## src/rtl/uart_ctl_pkg.sv

```systemverilog
`timescale 1ns/1ps
package uart_ctl_pkg;
  localparam int WORD_W = 32;
  localparam int FLAG_W = 5;

  localparam logic [7:0] OFS_CMD    = 8'h0C;
  localparam logic [7:0] OFS_STATUS = 8'h10;
  localparam logic [7:0] OFS_FLAGS  = 8'h40;
  localparam logic [7:0] OFS_FSET   = 8'h44;
  localparam logic [7:0] OFS_FCLR   = 8'h48;
  localparam logic [7:0] OFS_ENA    = 8'h4C;

  localparam int FB_TXDONE = 0;
  localparam int FB_ROOM   = 1;
  localparam int FB_RXAV   = 2;
  localparam int FB_RXOVF  = 4;

  localparam logic [FLAG_W-1:0] EDGE_MASK = FLAG_W'((1 << FB_TXDONE) | (1 << FB_RXOVF));
  localparam logic [FLAG_W-1:0] LVL_MASK  = FLAG_W'((1 << FB_ROOM) | (1 << FB_RXAV));
  localparam logic [FLAG_W-1:0] ENA_MASK  = EDGE_MASK | LVL_MASK;
  localparam logic [FLAG_W-1:0] RX_MASK   = FLAG_W'((1 << FB_RXAV) | (1 << FB_RXOVF));
  localparam logic [FLAG_W-1:0] TX_MASK   = FLAG_W'((1 << FB_TXDONE) | (1 << FB_ROOM));

  function automatic logic held_next(logic cur, logic hw, logic sw_set, logic sw_clr);
    return hw | sw_set | (cur & ~sw_clr);
  endfunction

  function automatic logic en_next(logic cur, logic on, logic off);
    return (cur | on) & ~off;
  endfunction

  function automatic logic [WORD_W-1:0] pack_status(logic txen, logic idle, logic room, logic rxav);
    logic [WORD_W-1:0] w;
    w    = '0;
    w[1] = txen;
    w[5] = idle;
    w[6] = room;
    w[7] = rxav;
    return w;
  endfunction
endpackage

```

## src/rtl/uart_ctl_cmd.sv

```systemverilog
`timescale 1ns/1ps
module uart_ctl_cmd #(
  parameter int DIRS = 2
) (
  input  logic            clk,
  input  logic            rst_n,
  input  logic            cmd_we,
  input  logic [2*DIRS-1:0] strobes,
  output logic [DIRS-1:0] en_q
);
  import uart_ctl_pkg::*;

  for (genvar d = 0; d < DIRS; d++) begin : g_dir
    wire on_pulse  = cmd_we & strobes[2*d];
    wire off_pulse = cmd_we & strobes[2*d+1];
    always_ff @(posedge clk or negedge rst_n) begin
      if (!rst_n) en_q[d] <= 1'b0;
      else        en_q[d] <= en_next(en_q[d], on_pulse, off_pulse);
    end
  end
endmodule

```

## src/rtl/uart_ctl_flags.sv

```systemverilog
`timescale 1ns/1ps
module uart_ctl_flags
  import uart_ctl_pkg::*;
(
  input  logic              clk,
  input  logic              rst_n,
  input  logic              fset_we,
  input  logic              fclr_we,
  input  logic              ena_we,
  input  logic [FLAG_W-1:0] wbits,
  input  logic [FLAG_W-1:0] hw_pulse,
  input  logic [FLAG_W-1:0] hw_level,
  output logic [FLAG_W-1:0] flag_q,
  output logic [FLAG_W-1:0] ena_q,
  output logic              irq_rx,
  output logic              irq_tx
);
  for (genvar b = 0; b < FLAG_W; b++) begin : g_bit
    if (EDGE_MASK[b]) begin : g_held
      wire sw_set = fset_we & wbits[b];
      wire sw_clr = fclr_we & wbits[b];
      always_ff @(posedge clk or negedge rst_n) begin
        if (!rst_n) flag_q[b] <= 1'b0;
        else        flag_q[b] <= held_next(flag_q[b], hw_pulse[b], sw_set, sw_clr);
      end
    end else if (LVL_MASK[b]) begin : g_level
      always_ff @(posedge clk or negedge rst_n) begin
        if (!rst_n) flag_q[b] <= 1'b0;
        else        flag_q[b] <= hw_level[b];
      end
    end else begin : g_none
      assign flag_q[b] = 1'b0;
    end
  end

  always_ff @(posedge clk or negedge rst_n) begin
    if (!rst_n)      ena_q <= '0;
    else if (ena_we) ena_q <= wbits & ENA_MASK;
  end

  wire [FLAG_W-1:0] active = flag_q & ena_q;
  assign irq_rx = |(active & RX_MASK);
  assign irq_tx = |(active & TX_MASK);
endmodule

```

## src/rtl/uart_ctl_regs.sv

```systemverilog
`timescale 1ns/1ps
module uart_ctl_regs #(
  parameter int ADDR_W = 8
) (
  input  logic              clk,
  input  logic              rst_n,
  input  logic              bus_sel,
  input  logic              bus_wr,
  input  logic [ADDR_W-1:0] bus_addr,
  input  logic [31:0]       bus_wdata,
  output logic [31:0]       bus_rdata,
  input  logic              ev_tx_done,
  input  logic              ev_rx_overflow,
  input  logic              tx_line_idle,
  input  logic              tx_buf_room,
  input  logic              rx_data_avail,
  output logic              tx_enabled,
  output logic              rx_enabled,
  output logic              irq_rx,
  output logic              irq_tx
);
  import uart_ctl_pkg::*;

  localparam logic [ADDR_W-1:0] A_CMD    = ADDR_W'(OFS_CMD);
  localparam logic [ADDR_W-1:0] A_STATUS = ADDR_W'(OFS_STATUS);
  localparam logic [ADDR_W-1:0] A_FLAGS  = ADDR_W'(OFS_FLAGS);
  localparam logic [ADDR_W-1:0] A_FSET   = ADDR_W'(OFS_FSET);
  localparam logic [ADDR_W-1:0] A_FCLR   = ADDR_W'(OFS_FCLR);
  localparam logic [ADDR_W-1:0] A_ENA    = ADDR_W'(OFS_ENA);

  // decoded write strobes, named for the checker
  wire wr_go   = bus_sel & bus_wr;
  wire cmd_we  = wr_go & (bus_addr == A_CMD);
  wire fset_we = wr_go & (bus_addr == A_FSET);
  wire fclr_we = wr_go & (bus_addr == A_FCLR);
  wire ena_we  = wr_go & (bus_addr == A_ENA);

  logic unused_wdata_hi;
  assign unused_wdata_hi = ^bus_wdata[31:FLAG_W];

  logic [1:0] en_q; // [0] receive, [1] transmit
  uart_ctl_cmd #(.DIRS(2)) u_cmd (
    .clk     (clk),
    .rst_n   (rst_n),
    .cmd_we  (cmd_we),
    .strobes (bus_wdata[3:0]),
    .en_q    (en_q)
  );
  assign rx_enabled = en_q[0];
  assign tx_enabled = en_q[1];

  logic [FLAG_W-1:0] hw_pulse, hw_level, if_flags, ien_flags;
  always_comb begin
    hw_pulse            = '0;
    hw_pulse[FB_TXDONE] = ev_tx_done;
    hw_pulse[FB_RXOVF]  = ev_rx_overflow;
    hw_level            = '0;
    hw_level[FB_ROOM]   = tx_buf_room;
    hw_level[FB_RXAV]   = rx_data_avail;
  end

  uart_ctl_flags u_flags (
    .clk      (clk),
    .rst_n    (rst_n),
    .fset_we  (fset_we),
    .fclr_we  (fclr_we),
    .ena_we   (ena_we),
    .wbits    (bus_wdata[FLAG_W-1:0]),
    .hw_pulse (hw_pulse),
    .hw_level (hw_level),
    .flag_q   (if_flags),
    .ena_q    (ien_flags),
    .irq_rx   (irq_rx),
    .irq_tx   (irq_tx)
  );

  always_comb begin
    bus_rdata = '0;
    if (bus_sel && !bus_wr) begin
      unique case (bus_addr)
        A_STATUS: bus_rdata = pack_status(tx_enabled, tx_line_idle, tx_buf_room, rx_data_avail);
        A_FLAGS:  bus_rdata = 32'(if_flags);
        A_ENA:    bus_rdata = 32'(ien_flags);
        default:  bus_rdata = '0;
      endcase
    end
  end
endmodule

```

## config.mk

```make
export PLATFORM = sky130hd
export DESIGN_NAME = uart_ctl_regs
export DESIGN_NICKNAME = d
export VERILOG_FILES = /design/src/rtl/uart_ctl_pkg.sv /design/src/rtl/uart_ctl_cmd.sv /design/src/rtl/uart_ctl_flags.sv /design/src/rtl/uart_ctl_regs.sv
export SDC_FILE = /design/constraint.sdc
export NUM_CORES = 1
export LEC_CHECK = 0
export CORE_MARGIN = 8
export CORE_UTILIZATION = 31
export DETAILED_ROUTE_END_ITERATION = 8
export PLACE_DENSITY = 0.86
export SYNTH_ARGS = -nofsm -noshare
export SYNTH_HDL_FRONTEND = slang
export SYNTH_HIERARCHICAL = 1
export SYNTH_SLANG_ARGS = --single-unit
```

## constraint.sdc

```tcl
create_clock -name clk -period 2.9 [get_ports clk]
set_input_delay 0.58 -clock clk [delete_from_list [all_inputs] [get_ports clk]]
set_output_delay 0.58 -clock clk [all_outputs]
set_load 0.03 [all_outputs]
```

==> flow_metrics.tcl <==
set metrics [dict create \
    drt-initial-drc-count 11 \
    postSynthRegisterBits 10 \
    start_kind "input pin" \
    syn-cell-area_um2 825 \
    clock-skew-final_ps 0 \
    critPathMaxFanout 9 \
    synthesis.area_per_instance_um2 9.26 \
    drt-wirelength-per-cell_um 13.5 \
    count_of_synthesis_stage_warnings_from_yosys 6 \
    tritoncts "done" \
    initial_core_util 0.330 \
    yosysSeqAreaShare 0.303 \
    design_area_um2 1100 \
    clock_latency_ps 260 \
    timing.fmax_ghz 0.363 \
    dr.pass1.iters 4 \
    die_width_um 67.6 \
    clock-sinks 10 \
    largest_family_of_logic_cells_by_synthesized_area "buffers and inverters" \
    rsz0062_at_grt "false" \
    setup_total_negative_slack_ps 0 \
    required_ps 2320 \
    synthAdderAreaFrac 0 \
    place_area_um2 1060 \
    critical_path.endpoint_type "output pin" \
    worst_hold_path_type "flip-flop to flip-flop" \
    final.fill_count 249 \
    netlist_instances 89 \
    pin_count_of_the_biggest_net_entering_global_routing 11 \
    clock-root-buffer "clkbuf_4" \
    drt-total-wl_mm 2.05 \
    antenna_left 0 \
    post_synth_mux_area_share 0.0546 \
    groute.usage.overall 0.0882 \
    number_of_diodes_added_for_antenna_fixing 0 \
    period_needed_ps 2760 \
    tritoncts.num_buffers 3 \
    area.growth.synth_to_final_pct 32.9 \
    grt_pass1_vias 696 \
    finish.cell_count_without_fillers 152 \
    port-buffer-count 32 \
    fraction_of_the_mapped_netlist_area_in_compound_gates 0.141 \
    timing.critical_path.arrival_ps 2180 \
    gp_routability_congestion 0.878 \
    vdd_drop_max_v 0.000242 \
    i_o_pin_count 85 \
    layout.nets 172 \
    clock_tree.htree_level_count 1 \
    synth_xor_area_frac 0.0106 \
    slew_headroom 0.602 \
    final-max-slew-violation-count 0 \
    post-route-period-util 0.950 \
    layout_commonest_cell "conb_1" \
    post_synth_simple_gate_area 0.232 \
    synth_cell_types 27 \
    maxCapViolCount 0 \
    initial_antenna_violation_count 0 \
    chipHeight_um 67.6 \
    timing.setup.critical_path_class "input pin to output pin" \
    viasPerCell 4.57 \
    final-hold-violation-count 0 \
    grt_first_pass_wirelength_mm 3.04 \
    status "finished clean" \
    die_area_um2 4570 \
    worst_slew_pin_slew_ps 595 \
    placementRows 18 \
    coreArea_um2 2500 \
    cts_max_path_buffers 2 \
    vias 694 \
    power_per_cell_area_nw_per_um2 344 \
    most-common-layout-cells "26 x conb_1, 24 x clkdlybuf4s50_1, 10 x dfrtp_1" \
    power.static_leakage_nw 0.474 \
    grt_overflow_total 0 \
    detail_route.drc_violations 0 \
    clk_pin_slew_worst_paths_ps 60 \
    fraction_of_final_layout_cells_with_drive_strength_greater_than_1 0.156 \
    setup_viol_count_final 0 \
    detailed_place_hpwl_mm 1.78 \
    numPlacedInstances 148 \
]
## stage by stage
stage	worst slack, ps	hold slack [ps]	power (mW)	utilization
after global placement	170	513	0.253	0.423
after detailed placement	117	529	0.255	0.423
after floorplan	377	284	0.239	-
after global routing	33.6	555	0.397	0.438
after CTS	106	536	0.379	0.437
final	144	543	0.377	0.438
## power by group
| group | leakage, nW | switching, mW | internal [mW] |
|---|---|---|---|
| clock network | 0.0210 | 0.0471 | 0.0762 |
| logic | 0.329 | 0.0701 | 0.0376 |
| registers | 0.124 | 0.00257 | 0.143 |
| total | 0.474 | 0.120 | 0.257 |
## synth_stat cells (all sizes together)
library cell   n  area (um^2)
buf           28          205
dfrtp         10          250
nor2           6         22.5
a21oi          5         25.0
a22oi          4         30.0
and2           4         25.0
mux2           4         45.0
nand2          4         15.0
a221o          2         20.0
a22o           2         17.5
and3           2         12.5
conb           2         7.51
nand3          2         10.0
nor2b          2         12.5
nor4           2         33.8
nor4b          2         32.5
a211oi         1         7.51
nand4          1         6.26
nand4b         1         8.76
nor3           1         5.00
nor3b          1         7.51
o2111ai        1         8.76
o211ai         1         7.51
xnor2          1         8.76
## state kept, by name (all words and copies together), names as in the netlist
signal and cells:
u_flags/flag_q 4, u_flags/ena_q 4, u_cmd/en_q 2
## repair_timing
action	CTS	global route
endpoints found under the setup margin	0	1
hold buffers	0	0
gates resized for setup	0	1
buffers inserted	0	0
## path summary, 6_finish.rpt
check	from	cells after the start	to	slack, ps
hold reg to reg	u_flags/ena_q[1]	1	u_flags/ena_q[1]	540
max in group asynchronous	rst_n	1	u_flags/ena_q[4]	1990
setup reg to reg	u_flags/flag_q[0]	1	u_flags/flag_q[0]	2060
setup / recovery	bus_addr[3]	5	bus_rdata[1]	140
min in group asynchronous	rst_n	1	u_flags/flag_q[1]	620
hold / removal	u_flags/ena_q[1]	1	u_flags/ena_q[1]	540
## worst max-delay path, cell delays in order
cell and delay, ps:
clkdlybuf4s50_1 610, nor4b_4 380, nand3_1 120, a211oi_1 280
buf_4 210
## area by class of cell
class,count,area [um^2],share of cell area
Sequential cell,10,250,0.228
Timing Repair Buffer,33,313,0.285
Multi-Input combinational cell,75,459,0.419
Tap cell,30,37.5,0.0342
Clock buffer,4,36.3,0.0331
## cell families (layout without fill, tap and decap cells)
kind of cell / after synthesis / count (layout)
and+or+nand+nor: 28 / 28
AOI/OAI and AO/OA: 16 / 16
muxes: 4 / 4
buffers and inverters: 28 / 37
DFF: 10 / 10
other: 2 / 26
xor gates and xnor gates: 1 / 1
## metal layers
| metal | vias to the layer above | global-route usage | share of wire |
|---|---|---|---|
| met4 | 0 | 0.0470 | 0.014 |
| met2 | 47 | 0.143 | 0.45 |
| met3 | 4 | 0.0348 | 0.15 |
| met1 | 312 | 0.0971 | 0.39 |
| met5 | - | 0 | 0 |
| li1 | 331 | - | - |
No activity file was read; power rests on OpenSTA's default activity.
